[src/rtl/lcr_pkg.sv]
package lcr_pkg;

  localparam logic [7:0] ADDR_NOP       = 8'h00;
  localparam logic [7:0] ADDR_GRIDS     = 8'h03;
  localparam logic [7:0] ADDR_CFG       = 8'h04;
  localparam logic [7:0] ADDR_MAP_PTR   = 8'h05;
  localparam logic [7:0] ADDR_MAP_DATA  = 8'h06;
  localparam logic [7:0] ADDR_SHIFT_LIM = 8'h0E;

  localparam int BIT_RUN   = 0;
  localparam int BIT_LOCK  = 1;
  localparam int BIT_BLINK = 2;
  localparam int BIT_FONT  = 3;
  localparam int BIT_SYNC  = 4;
  localparam int BIT_CLR   = 5;
  localparam int BIT_MODE  = 6;
  localparam int BIT_PHASE = 7;

  typedef struct packed {
    logic mode_ann;
    logic font16;
    logic blink_fast;
    logic locked;
    logic run_en;
  } cfg_t;

  typedef struct packed {
    logic grids;
    logic cfg;
    logic ptr;
    logic data;
    logic shlim;
  } hit_t;

  function automatic cfg_t byte_to_cfg(input logic [7:0] b);
    cfg_t c;
    c.run_en     = b[BIT_RUN];
    c.locked     = b[BIT_LOCK];
    c.blink_fast = b[BIT_BLINK];
    c.font16     = b[BIT_FONT];
    c.mode_ann   = b[BIT_MODE];
    return c;
  endfunction

  function automatic logic [7:0] cfg_to_byte(input cfg_t c, input logic phase);
    logic [7:0] b;
    b            = 8'h00;
    b[BIT_RUN]   = c.run_en;
    b[BIT_LOCK]  = c.locked;
    b[BIT_BLINK] = c.blink_fast;
    b[BIT_FONT]  = c.font16;
    b[BIT_MODE]  = c.mode_ann;
    b[BIT_PHASE] = phase;
    return b;
  endfunction

endpackage

[src/rtl/lcr_decode.sv]
module lcr_decode
  import lcr_pkg::*;
(
  input  logic       en,
  input  logic [7:0] addr,
  output hit_t       hit
);

  always_comb begin
    hit       = '0;
    hit.grids = en && (addr == ADDR_GRIDS);
    hit.cfg   = en && (addr == ADDR_CFG);
    hit.ptr   = en && (addr == ADDR_MAP_PTR);
    hit.data  = en && (addr == ADDR_MAP_DATA);
    hit.shlim = en && (addr == ADDR_SHIFT_LIM);
  end

endmodule

[src/rtl/lcr_map.sv]
module lcr_map #(
  parameter int MAP_DEPTH = 16
) (
  input  logic                   clk,
  input  logic                   rst_n,
  input  logic                   ptr_wr_en,
  input  logic [7:0]             ptr_wr_val,
  input  logic                   data_wr_en,
  input  logic [7:0]             data_wr_val,
  input  logic                   data_rd_en,
  output logic [7:0]             ptr_byte,
  output logic [7:0]             entry_val,
  output logic [MAP_DEPTH*8-1:0] map_flat
);

  localparam int PTR_W = (MAP_DEPTH > 1) ? $clog2(MAP_DEPTH) : 1;

  logic [PTR_W-1:0] ptr_q, ptr_d;
  logic [7:0]       ent_q [MAP_DEPTH];

  // pointer next state: an explicit write beats the access advance
  always_comb begin
    if (ptr_wr_en) begin
      ptr_d = ptr_wr_val[PTR_W-1:0];
    end else begin
      ptr_d = ptr_q + PTR_W'(data_wr_en) + PTR_W'(data_rd_en);
    end
  end

  always_ff @(posedge clk or negedge rst_n) begin
    if (!rst_n) begin
      ptr_q <= '0;
    end else if (ptr_wr_en || data_wr_en || data_rd_en) begin
      ptr_q <= ptr_d;
    end
  end

  genvar g;
  generate
    for (g = 0; g < MAP_DEPTH; g++) begin : g_ent
      logic ent_en;
      assign ent_en = data_wr_en && (ptr_q == PTR_W'(g));
      always_ff @(posedge clk or negedge rst_n) begin
        if (!rst_n) begin
          ent_q[g] <= '0;
        end else if (ent_en) begin
          ent_q[g] <= data_wr_val;
        end
      end
      assign map_flat[g*8 +: 8] = ent_q[g];
    end
  endgenerate

  assign entry_val = ent_q[ptr_q];
  assign ptr_byte  = 8'(ptr_q);

endmodule

[src/rtl/lockable_cfg_regs.sv]
module lockable_cfg_regs
  import lcr_pkg::*;
#(
  parameter int MAP_DEPTH = 16
) (
  input  logic                   clk,
  input  logic                   rst_n,
  input  logic                   wr_en,
  input  logic [7:0]             wr_addr,
  input  logic [7:0]             wr_data,
  input  logic                   rd_en,
  input  logic [7:0]             rd_addr,
  input  logic                   blink_phase,
  output logic [7:0]             rd_data,
  output logic                   run_en,
  output logic                   locked,
  output logic                   blink_fast,
  output logic                   font16,
  output logic                   mode_ann,
  output logic                   blink_sync_pulse,
  output logic                   digit_clear_pulse,
  output logic [7:0]             grid_count,
  output logic [7:0]             shift_limit,
  output logic [MAP_DEPTH*8-1:0] map_flat
);

  hit_t wh, rh;

  lcr_decode u_wdec (.en(wr_en), .addr(wr_addr), .hit(wh));
  lcr_decode u_rdec (.en(rd_en), .addr(rd_addr), .hit(rh));

  cfg_t       cfg_q, cfg_d;
  logic [7:0] grid_q, grid_d;
  logic [7:0] shl_q, shl_d;
  logic [7:0] rd_q, rd_d;
  logic       clr_q, clr_d;
  logic       sync_q, sync_d;
  logic       grid_en, shl_en, data_wr_ok;
  logic [7:0] ptr_byte, entry_val;

  // lock gates the protected set only
  assign grid_en    = wh.grids && !cfg_q.locked;
  assign shl_en     = wh.shlim && !cfg_q.locked;
  assign data_wr_ok = wh.data  && !cfg_q.locked;

  lcr_map #(.MAP_DEPTH(MAP_DEPTH)) u_map (
    .clk        (clk),
    .rst_n      (rst_n),
    .ptr_wr_en  (wh.ptr),
    .ptr_wr_val (wr_data),
    .data_wr_en (data_wr_ok),
    .data_wr_val(wr_data),
    .data_rd_en (rh.data),
    .ptr_byte   (ptr_byte),
    .entry_val  (entry_val),
    .map_flat   (map_flat)
  );

  // write next state
  always_comb begin
    cfg_d  = byte_to_cfg(wr_data);
    grid_d = wr_data;
    shl_d  = wr_data;
    clr_d  = wh.cfg && wr_data[BIT_CLR];
    sync_d = wh.cfg && wr_data[BIT_SYNC];
  end

  // read next state, sees pre-write contents
  always_comb begin
    rd_d = 8'h00;
    unique case (1'b1)
      rh.cfg:   rd_d = cfg_to_byte(cfg_q, blink_phase);
      rh.grids: rd_d = grid_q;
      rh.shlim: rd_d = shl_q;
      rh.ptr:   rd_d = ptr_byte;
      rh.data:  rd_d = entry_val;
      default:  rd_d = 8'h00;
    endcase
  end

  always_ff @(posedge clk or negedge rst_n) begin
    if (!rst_n) begin
      cfg_q <= '0;
    end else if (wh.cfg) begin
      cfg_q <= cfg_d;
    end
  end

  always_ff @(posedge clk or negedge rst_n) begin
    if (!rst_n) begin
      grid_q <= '0;
    end else if (grid_en) begin
      grid_q <= grid_d;
    end
  end

  always_ff @(posedge clk or negedge rst_n) begin
    if (!rst_n) begin
      shl_q <= '0;
    end else if (shl_en) begin
      shl_q <= shl_d;
    end
  end

  always_ff @(posedge clk or negedge rst_n) begin
    if (!rst_n) begin
      rd_q <= '0;
    end else if (rd_en) begin
      rd_q <= rd_d;
    end
  end

  always_ff @(posedge clk or negedge rst_n) begin
    if (!rst_n) begin
      clr_q  <= 1'b0;
      sync_q <= 1'b0;
    end else begin
      clr_q  <= clr_d;
      sync_q <= sync_d;
    end
  end

  assign rd_data           = rd_q;
  assign run_en            = cfg_q.run_en;
  assign locked            = cfg_q.locked;
  assign blink_fast        = cfg_q.blink_fast;
  assign font16            = cfg_q.font16;
  assign mode_ann          = cfg_q.mode_ann;
  assign blink_sync_pulse  = sync_q;
  assign digit_clear_pulse = clr_q;
  assign grid_count        = grid_q;
  assign shift_limit       = shl_q;

endmodule

[config.mk]
export PLATFORM = sky130hd
export DESIGN_NAME = lockable_cfg_regs
export DESIGN_NICKNAME = d
export VERILOG_FILES = /design/src/rtl/lcr_pkg.sv /design/src/rtl/lcr_decode.sv /design/src/rtl/lcr_map.sv /design/src/rtl/lockable_cfg_regs.sv
export SDC_FILE = /design/constraint.sdc
export NUM_CORES = 1
export LEC_CHECK = 0
export BUFFER_PORTS_ARGS = -buffer_cell sky130_fd_sc_hd__buf_2
export CAP_MARGIN = 30
export CORE_MARGIN = 2
export CORE_UTILIZATION = 45
export DETAILED_ROUTE_END_ITERATION = 12
export PLACE_DENSITY = 0.72
export REMOVE_ABC_BUFFERS = 1
export SYNTH_ARGS = -nofsm -noshare
export SYNTH_HDL_FRONTEND = slang
export SYNTH_SLANG_ARGS = --single-unit
[constraint.sdc]
create_clock -name clk -period 2.6 [get_ports clk]
set_clock_uncertainty 0.05 [all_clocks]
set_input_delay 0.13 -clock clk [delete_from_list [all_inputs] [get_ports clk]]
set_output_delay 0.13 -clock clk [all_outputs]
set_load 0.05 [all_outputs]
==> results of run 1 <==
## cell usage in the layout (no fill, tap or decap), types with 5 or more instances in the layout
cell / instances
a211oi_1: 5
a21oi_1: 8
a221o_1: 6
buf_12: 5
buf_2: 186
buf_4: 43
clkbuf_1: 5
clkbuf_16: 17
dfrtp_1: 162
mux2_2: 155
mux2i_1: 17
mux4_2: 26
nand2_1: 17
nand2b_1: 9
nand3_1: 5
nor2_1: 17
nor2_2: 6
nor2b_1: 5
nor4_1: 6
o21ai_0: 8
## logic make-up (layout without fill, tap and decap cells)
family / after synthesis / count (layout) / share of synthesized area
flip-flops: 163 / 163 / 0.530
AND/OR/NAND/NOR: 100 / 100 / 0.0782
buffers and inverters: 45 / 272 / 0.0228
XOR/XNOR: 2 / 2 / 0.00228
adder cells (fa/ha/maj): 2 / 2 / 0.00423
multiplexers: 199 / 199 / 0.326
AO/OA/AOI/OAI: 40 / 40 / 0.0363
## worst max-delay path, stage by stage (launching register included)
cell	delay, ns
dfrtp_1	0.37
nand3b_1	0.18
or4_1	0.59
buf_4	0.23
or2_2	0.34
nor2_2	0.14
buf_4	0.16
mux2_2	0.34
## state kept, by name, summed over array words and instances (netlist names)
name and count:
mode_ann 1, u_map.map_flat 128, blink_sync_pulse 1, run_en 1, font16 1, rd_data 8, locked 1, digit_clear_pulse 1
shift_limit 8, blink_fast 1, u_map.ptr_q 4, grid_count 8
## worst max-delay path by stage
stage                     endpoint  slack (ns)  depth (start not counted)
5_1_grt        u_map.map_flat[127]        0.01                          7
6_report       u_map.map_flat[121]        0.08                          7
3_3_place_gp    u_map.map_flat[69]       -0.24                          6
4_1_cts         u_map.map_flat[70]       0.008                          5
2_1_floorplan   u_map.map_flat[79]       -0.14                          3
3_5_place_dp    u_map.map_flat[70]       -0.31                          6
## metal layers
metal,vias to the layer above,routed length [microns],track usage
met5,-,0,0
met2,211,10800,0.411
li1,2487,-,-
met3,27,1600,0.0638
met1,2895,9670,0.347
met4,0,372,0.0766
## synth_stat cells, drive strengths merged
cell type,n
and2,4
or4,5
or2,4
nor3,4
a21oi,8
nand3b,4
nand2b,9
a32oi,1
mux2i,17
o21ai,8
a21boi,1
inv,3
nor2,26
mux4,26
buf,13
o2bb2ai,2
dfrtp,163
or3,1
nor4bb,1
nand2,17
fa,1
o211ai,1
nand3,5
nor2b,5
o22ai,4
a221oi,2
mux2,156
a311oi,2
nor4,7
a221o,6
nor3b,1
nor4b,3
clkbuf,28
a211oi,5
ha,1
or4b,2
clkinv,1
nand4b,2
xnor2,2
## metrics by stage
stage	worst slack (ns)	total power [W]	instance area, sq um	instances	hold WS [ns]
2_1_floorplan	-0.136	0.00290	7540	510	-0.216
3_3_place_gp	-0.243	0.00313	9140	962	0.143
3_5_place_dp	-0.309	0.00314	9140	962	0.153
4_1_cts	0.00808	0.00562	9730	995	0.0645
5_1_grt	0.0132	0.00578	9770	998	0.101
6_report	0.0791	0.00557	9770	998	0.0930
## report_power, final
| group | internal (W) | total [W] | switching, W |
|---|---|---|---|
| Combinational | 0.000153 | 0.000489 | 0.000337 |
| Clock | 0.00150 | 0.00248 | 0.000976 |
| Sequential | 0.00257 | 0.00260 | 0.0000362 |
| Total | 0.00422 | 0.00557 | 0.00135 |
## layout make-up
type / count / area, sq um
clock buffer: 22 / 444
fill: 1359 / 6870
timing repair buffer: 236 / 1380
multi-input combinational: 343 / 3450
tap: 220 / 275
inverter: 4 / 15.0
clock inverter: 10 / 134
sequential: 163 / 4080
## timing repair
| item | 4_1_cts | 5_1_grt |
|---|---|---|
| hold buffers | 1 | 0 |
| endpoints found under the hold margin | 70 | 0 |
| setup buffers | 0 | 3 |
| endpoints found under the setup margin | 0 | 18 |
| resized for setup | 0 | 1 |
==> impl_metrics.toml, run 1 <==
[outcome]
status = "completed"

[floorplanning]
die-area_sq_um = 18200
die_h_microns = 135
initial_core_util = 0.463
coreArea_sq_um = 16600
io_pins = 188
rows = 47
dieWidth_microns = 135

[sta]
setup-violations-final = 0
fmax_ghz = 0.397
max_slew_margin = 0.524
slew_viol_final = 0
rsz0062_at_grt = "no"
setup_tns_ns = 0
hold_viol = 0
period_minus_slack_ns = 2.52
worst_pin_slew_ns = 0.705
fin_crit_sh = 0.970

[global_route]
track_usage = 0.256
grt_max_degree = 75
grt_pass1_vias = 5870
grt_overflow = 0
grt_pass1_wl_microns = 34700
antenna_found_initial = 0

[clocking]
root_buffer = "clkbuf_16"
clk_latency_ns = 0.43
cts_buffer_depth = 2
cts-htree-levels = 4
cts_tree = "yes"
cts_buffers = 17
clk_pin_slew_ns = 0.06
cts.sinks = 163

[synthesis]
ys_seq_elements = 163
synth_top_area_frac = 0.530
yosysSeqAreaShare = 0.530
synth_top_area_cell = "dfrtp_1"
yosysWarningCount = 0
synth.distinct_cells = 47
avgSynthCellArea_sq_um = 14.0
synth.cell_area_sq_um = 7700
synth_area_leaders = "dfrtp_1 53%, mux2_2 23%, mux4_2 7.6%"
syn_inst = 551

[finish]
antenna_cells = 0
drive_above_1_share = 0.595
nNetsFinal = 796
utilization = 0.587
syn_to_final_growth_pct = 27.0

[setup_path]
worstRegToRegCells = 7
r2r-end = "u_map.map_flat[121]"
cp.required_ns = 2.85
critPathCaptureType = "register"
reg2reg_from = "locked"
startpoint_type = "register"
criticalPathCategory = "register to register"
r2r_slack_ns = 0.08
worstPathMaxFanout = 7
startpoint = "locked"
arrival_ns = 2.78

[placement]
portBuffers = 187
gp_congestion = 0.903
hpwl_microns = 16100

[detailed_routing]
vias = 5620
vias_per_cell = 5.63
drt-pass1-iter-count = 4
drc = 0
drt_iter0_markers = 348
wl_per_cell_microns = 22.4
ant_nets = 0
drt_wl_total_microns = 22400

[flow_run]
drv_cap = 0

[min_path]
hold_class = "primary input to register"
worstHoldStart = "rd_en"
min_path_cells = 4
min_delay_worst_endpoint = "rd_data[6]"

[power]
p_per_area_nw_per_um2 = 570
ir_drop_mv = 0.486
leakage_nw = 5.11
Power figures use the tool's default switching activity.
==> run 2, diff against run 1 <==
- CELL_PAD_IN_SITES_DETAIL_PLACEMENT: not set -> 0
- CELL_PAD_IN_SITES_GLOBAL_PLACEMENT: not set -> 1
- CORE_UTILIZATION: 45 -> 39
- PLACE_DENSITY: 0.72 -> not set
- PLACE_DENSITY_LB_ADDON: not set -> 0.1
==> run 2 against run 1 <==
Net effect: fmax increased by 2.7%; cell count grew 3.8%; worst hold slack improved by 0.024 ns.
==> impl_metrics.toml, run 2 (same netlist as run 1, synthesis figures left out) <==
[placement]
dp.cells = 1003
gp_congestion = 0.810
portBuffers = 187
hpwl_microns = 16900

[finish]
multiInputGateArea_sq_um = 3450
antenna_cells = 0
syn_to_final_growth_pct = 27.0
drive_above_1_share = 0.598
regArea_sq_um = 4080
nFillCells = 1814
largest_register_ffs = 128
final_common_cell = "buf_2"
instances_no_fill = 1036
nNetsFinal = 789
mostFrequentLayoutCells = "186 x buf_2, 161 x dfrtp_1, 155 x mux2_2, 36 x buf_4, 26 x mux4_2"

[sta]
whs_ns = 0.117
period_minus_slack_ns = 2.46
worst_pin_slew_ns = 0.541
hold_viol = 0
max_slew_margin = 0.639
fin_crit_sh = 0.944
setup-violations-final = 0
rsz0062_at_grt = "no"
fmax_ghz = 0.407
slew_viol_final = 0

[global_route]
grt_overflow = 0
grt_pass1_vias = 5945
grt_max_degree = 61
track_usage = 0.229
grt_pass1_wl_microns = 34900
antenna_found_initial = 0

[clocking]
cts_tree = "yes"
cts_buffers = 17
cts.sinks = 163
clk_pin_slew_ns = 0.06
cts_buffer_depth = 2
clk_latency_ns = 0.42
root_buffer = "clkbuf_16"
cts-htree-levels = 4

[floorplanning]
initial_core_util = 0.397
io_pins = 188
coreArea_sq_um = 19400
dieWidth_microns = 144
die-area_sq_um = 20900
die_h_microns = 144
rows = 51

[detailed_routing]
drt-pass1-iter-count = 4
vias = 5593
drt_iter0_markers = 244
ant_nets = 0
wl_per_cell_microns = 22.3
vias_per_cell = 5.40
drc = 0
drt_wl_total_microns = 23100

[power]
ir_drop_mv = 0.481
p_per_area_nw_per_um2 = 571
leakage_nw = 5.09

[setup_path]
cp.required_ns = 2.85
criticalPathCategory = "register to register"
arrival_ns = 2.71
startpoint_type = "register"
critPathCaptureType = "register"
worstPathMaxFanout = 8

[min_path]
hold_class = "primary input to register"

[flow_run]
drv_cap = 0

[outcome]
status = "completed"
## run 2: cell types whose count changed in the layout (fill, tap and decap cells not counted), moves of 3 or more
cell	change
clkbuf_1	-4
clkinv_4	+3
inv_6	+4
buf_4	-7
## run 2: worst paths after layout
path                       slack, ns     startpoint  depth (start not counted)                 end
max reg2reg                     0.14         locked                          5  u_map.map_flat[39]
max in group asynchronous       1.60          rst_n                          3   u_map.map_flat[9]
min reg2reg                     0.47  grid_count[1]                          2          rd_data[1]
min                             0.12          rd_en                          4          rd_data[6]
max                             0.14         locked                          5  u_map.map_flat[39]
min in group asynchronous       0.18          rst_n                          2       grid_count[0]
## run 2: stage by stage
step | area, sq um | power (W) | utilization | setup WS [ns] | TNS (ns)
after CTS | 9780 | 0.00564 | 0.504 | 0.0954 | 0
after global placement | 9180 | 0.00314 | 0.473 | -0.203 | -14.60
final | 9780 | 0.00559 | 0.504 | 0.144 | 0
after floorplan | 7540 | 0.00290 | - | -0.136 | -2.76
after global routing | 9780 | 0.00580 | 0.504 | 0.0253 | 0
after detailed placement | 9180 | 0.00315 | 0.473 | -0.232 | -16.89
## run 2: cell type report
type,instances,area share
clock buffer,18,0.0439
clock inverter,14,0.0156
inverter,4,0.00154
multi-input combinational,343,0.352
sequential,163,0.417
tap,265,0.0339
timing repair buffer,229,0.135
## run 2: timing repair
item                       4_1_cts  5_1_grt
hold endpoints to repair        51        0
setup endpoints to repair        0        1
gates resized for setup          0        2
buffers inserted                 0        0
hold buffers                     1        0
## run 2: critical path, cell delays in order (launching register included)
cell	delay, ns
dfrtp_1	0.37
nand3b_1	0.20
or4_4	0.47
or3_1	0.50
nor2_4	0.38
mux2_2	0.38
## run 2: per-layer routing
layer | GRT usage | up-vias | part of all wire | routed length, microns
met2 | 0.377 | 197 | 0.49 | 11200
met3 | 0.0507 | 28 | 0.064 | 1470
met4 | 0.0664 | 0 | 0.017 | 398
met5 | 0 | - | 0 | 0
li1 | - | 2451 | - | -
met1 | 0.305 | 2917 | 0.43 | 10000
## run 2: power by group
group	total, W	switching, W	leakage [nW]	internal, W
registers	0.00261	0.0000386	2.26	0.00257
logic	0.000491	0.000338	2.54	0.000153
clock network	0.00249	0.00106	0.285	0.00143
total	0.00559	0.00144	5.09	0.00415
==> run 3, diff against run 2 <==
- GPL_ROUTABILITY_DRIVEN: not set -> 0
- PLACE_DENSITY_LB_ADDON: 0.1 -> 0.15
==> run 3 against run 2 <==
Net effect: sequential share of layout area shrank 0.56 points; highest routed layer unchanged; critical path type unchanged; flip-flop and latch count is the same; largest cell class unchanged; setup slack is essentially flat; routed wire length shrank 0.93%; clock power grew 6%.
==> impl_metrics.toml, run 3 (same netlist as run 1, synthesis figures left out) <==
[setup_path]
r2r_slack_ns = 0.14
r2r-end = "u_map.map_flat[25]"
critPathCaptureType = "register"
criticalPathCategory = "register to register"
worstRegToRegCells = 6
reg2reg_from = "locked"
arrival_ns = 2.72
startpoint_type = "register"
worstPathMaxFanout = 8
cp.required_ns = 2.87

[detailed_routing]
drt_iter0_markers = 271
vias_per_cell = 5.37
wl_per_cell_microns = 22.0
vias = 5594
drt-pass1-iter-count = 4
drt_wl_total_microns = 22900
ant_nets = 0
drc = 0

[outcome]
status = "completed"

[min_path]
min_delay_worst_endpoint = "rd_data[6]"
worstHoldStart = "rd_en"
min_path_cells = 4
hold_class = "primary input to register"

[finish]
drive_above_1_share = 0.600
nNetsFinal = 795
antenna_cells = 0
mostFrequentLayoutCells = "186 x buf_2, 162 x dfrtp_1, 155 x mux2_2, 38 x buf_4, 26 x mux4_2"
utilization = 0.511
instances_no_fill = 1042
syn_to_final_growth_pct = 28.7
largest_register_ffs = 128
final_common_cell = "buf_2"

[sta]
period_minus_slack_ns = 2.46
max_slew_margin = 0.558
fin_ws_ns = 0.145
rsz0062_at_grt = "no"
hold_viol = 0
setup-violations-final = 0
slew_viol_final = 0
fmax_ghz = 0.407
whs_ns = 0.105
setup_tns_ns = 0
fin_crit_sh = 0.944
worst_pin_slew_ns = 0.663

[floorplanning]
dieWidth_microns = 144
initial_core_util = 0.397
io_pins = 188
die-area_sq_um = 20900
rows = 51
die_h_microns = 144
coreArea_sq_um = 19400

[global_route]
antenna_found_initial = 0
track_usage = 0.225
grt_overflow = 0
grt_max_degree = 66
grt_pass1_wl_microns = 34200
grt_pass1_vias = 5783

[placement]
portBuffers = 187
place_ws_ns = -0.186
hpwl_microns = 16500
dp.cells = 1008

[clocking]
clk_pin_slew_ns = 0.07
cts_buffers = 17
root_buffer = "clkbuf_16"
cts_buffer_depth = 2
clk_latency_ns = 0.43
cts.sinks = 163
cts_tree = "yes"
cts-htree-levels = 4

[power]
power_switching_w = 0.00148
p_int_w = 0.00426
p_per_area_nw_per_um2 = 580
sw_frac_of_total = 0.258
p_comb_frac = 0.087
pwr-share-clk = 0.459
seqPwrFrac = 0.454
ir_drop_mv = 0.451
leakage_nw = 5.13

[flow_run]
drv_cap = 0
-- run 3: cell count changes in the layout (fill, tap and decap cells not counted), sizes merged --
| cell | delta |
|---|---|
| clkbuf | -1 |
| clkinv | -3 |
| bufinv | +1 |
| inv | +2 |
| clkinvlp | +1 |
| buf | +6 |
-- run 3: worst max-delay path, stage by stage (launching register included) --
cell and delay, ns:
dfrtp_1 0.37, nand3b_1 0.18, or4_1 0.48, buf_4 0.20, or2_2 0.35, nand2b_1 0.35, mux2_2 0.36
-- run 3: final cells by class --
| type | count | area [sq um] |
|---|---|---|
| Timing Repair Buffer | 235 | 1420 |
| Clock buffer | 17 | 425 |
| Fill cell | 1777 | 9490 |
| Sequential cell | 163 | 4080 |
| Tap cell | 265 | 332 |
| Clock inverter | 15 | 195 |
| Multi-Input combinational cell | 343 | 3440 |
| Inverter | 4 | 15.0 |
-- run 3: how the worst max path moves through the flow --
stage	start	endpoint	slack, ns	cells after the start
after detailed placement	wr_addr[5]	u_map.map_flat[32]	-0.19	6
after CTS	locked	u_map.map_flat[34]	0.11	5
after global placement	wr_addr[5]	u_map.map_flat[32]	-0.16	6
after global routing	locked	u_map.ptr_q[2]	0.03	9
final	locked	u_map.map_flat[25]	0.14	6
after floorplan	u_map.ptr_q[3]	u_map.map_flat[79]	-0.14	3
-- run 3: power groups by stage --
| stage | combinational (W) | sequential, W | clock (W) |
|---|---|---|---|
| after floorplan | 0.000132 | 0.00277 | 0 |
| final | 0.000500 | 0.00261 | 0.00264 |
| after global placement | 0.000495 | 0.00265 | 0 |
| after detailed placement | 0.000503 | 0.00265 | 0 |
| after global routing | 0.000540 | 0.00261 | 0.00279 |
| after CTS | 0.000505 | 0.00260 | 0.00270 |
-- run 3: metrics by stage --
stage,power (W),instance area [sq um]
global route,0.00594,9910
floorplan,0.00290,7540
global placement,0.00315,9260
CTS,0.00581,9890
finish,0.00575,9910
detailed placement,0.00316,9260
-- run 3: per-layer routing --
metal  wire [microns]  vias up  track usage
li1                 -     2474            -
met1             9910     2893        0.303
met2            11200      203        0.370
met3             1430       24       0.0440
met4              381        0       0.0705
met5                0        -            0
-- run 3: what timing repair did --
item | in CTS | in global routing
hold buffers | 1 | 0
gates resized for setup | 0 | 0
setup endpoints to repair | 0 | 7
setup buffers | 0 | 1
hold endpoints to repair | 63 | 0
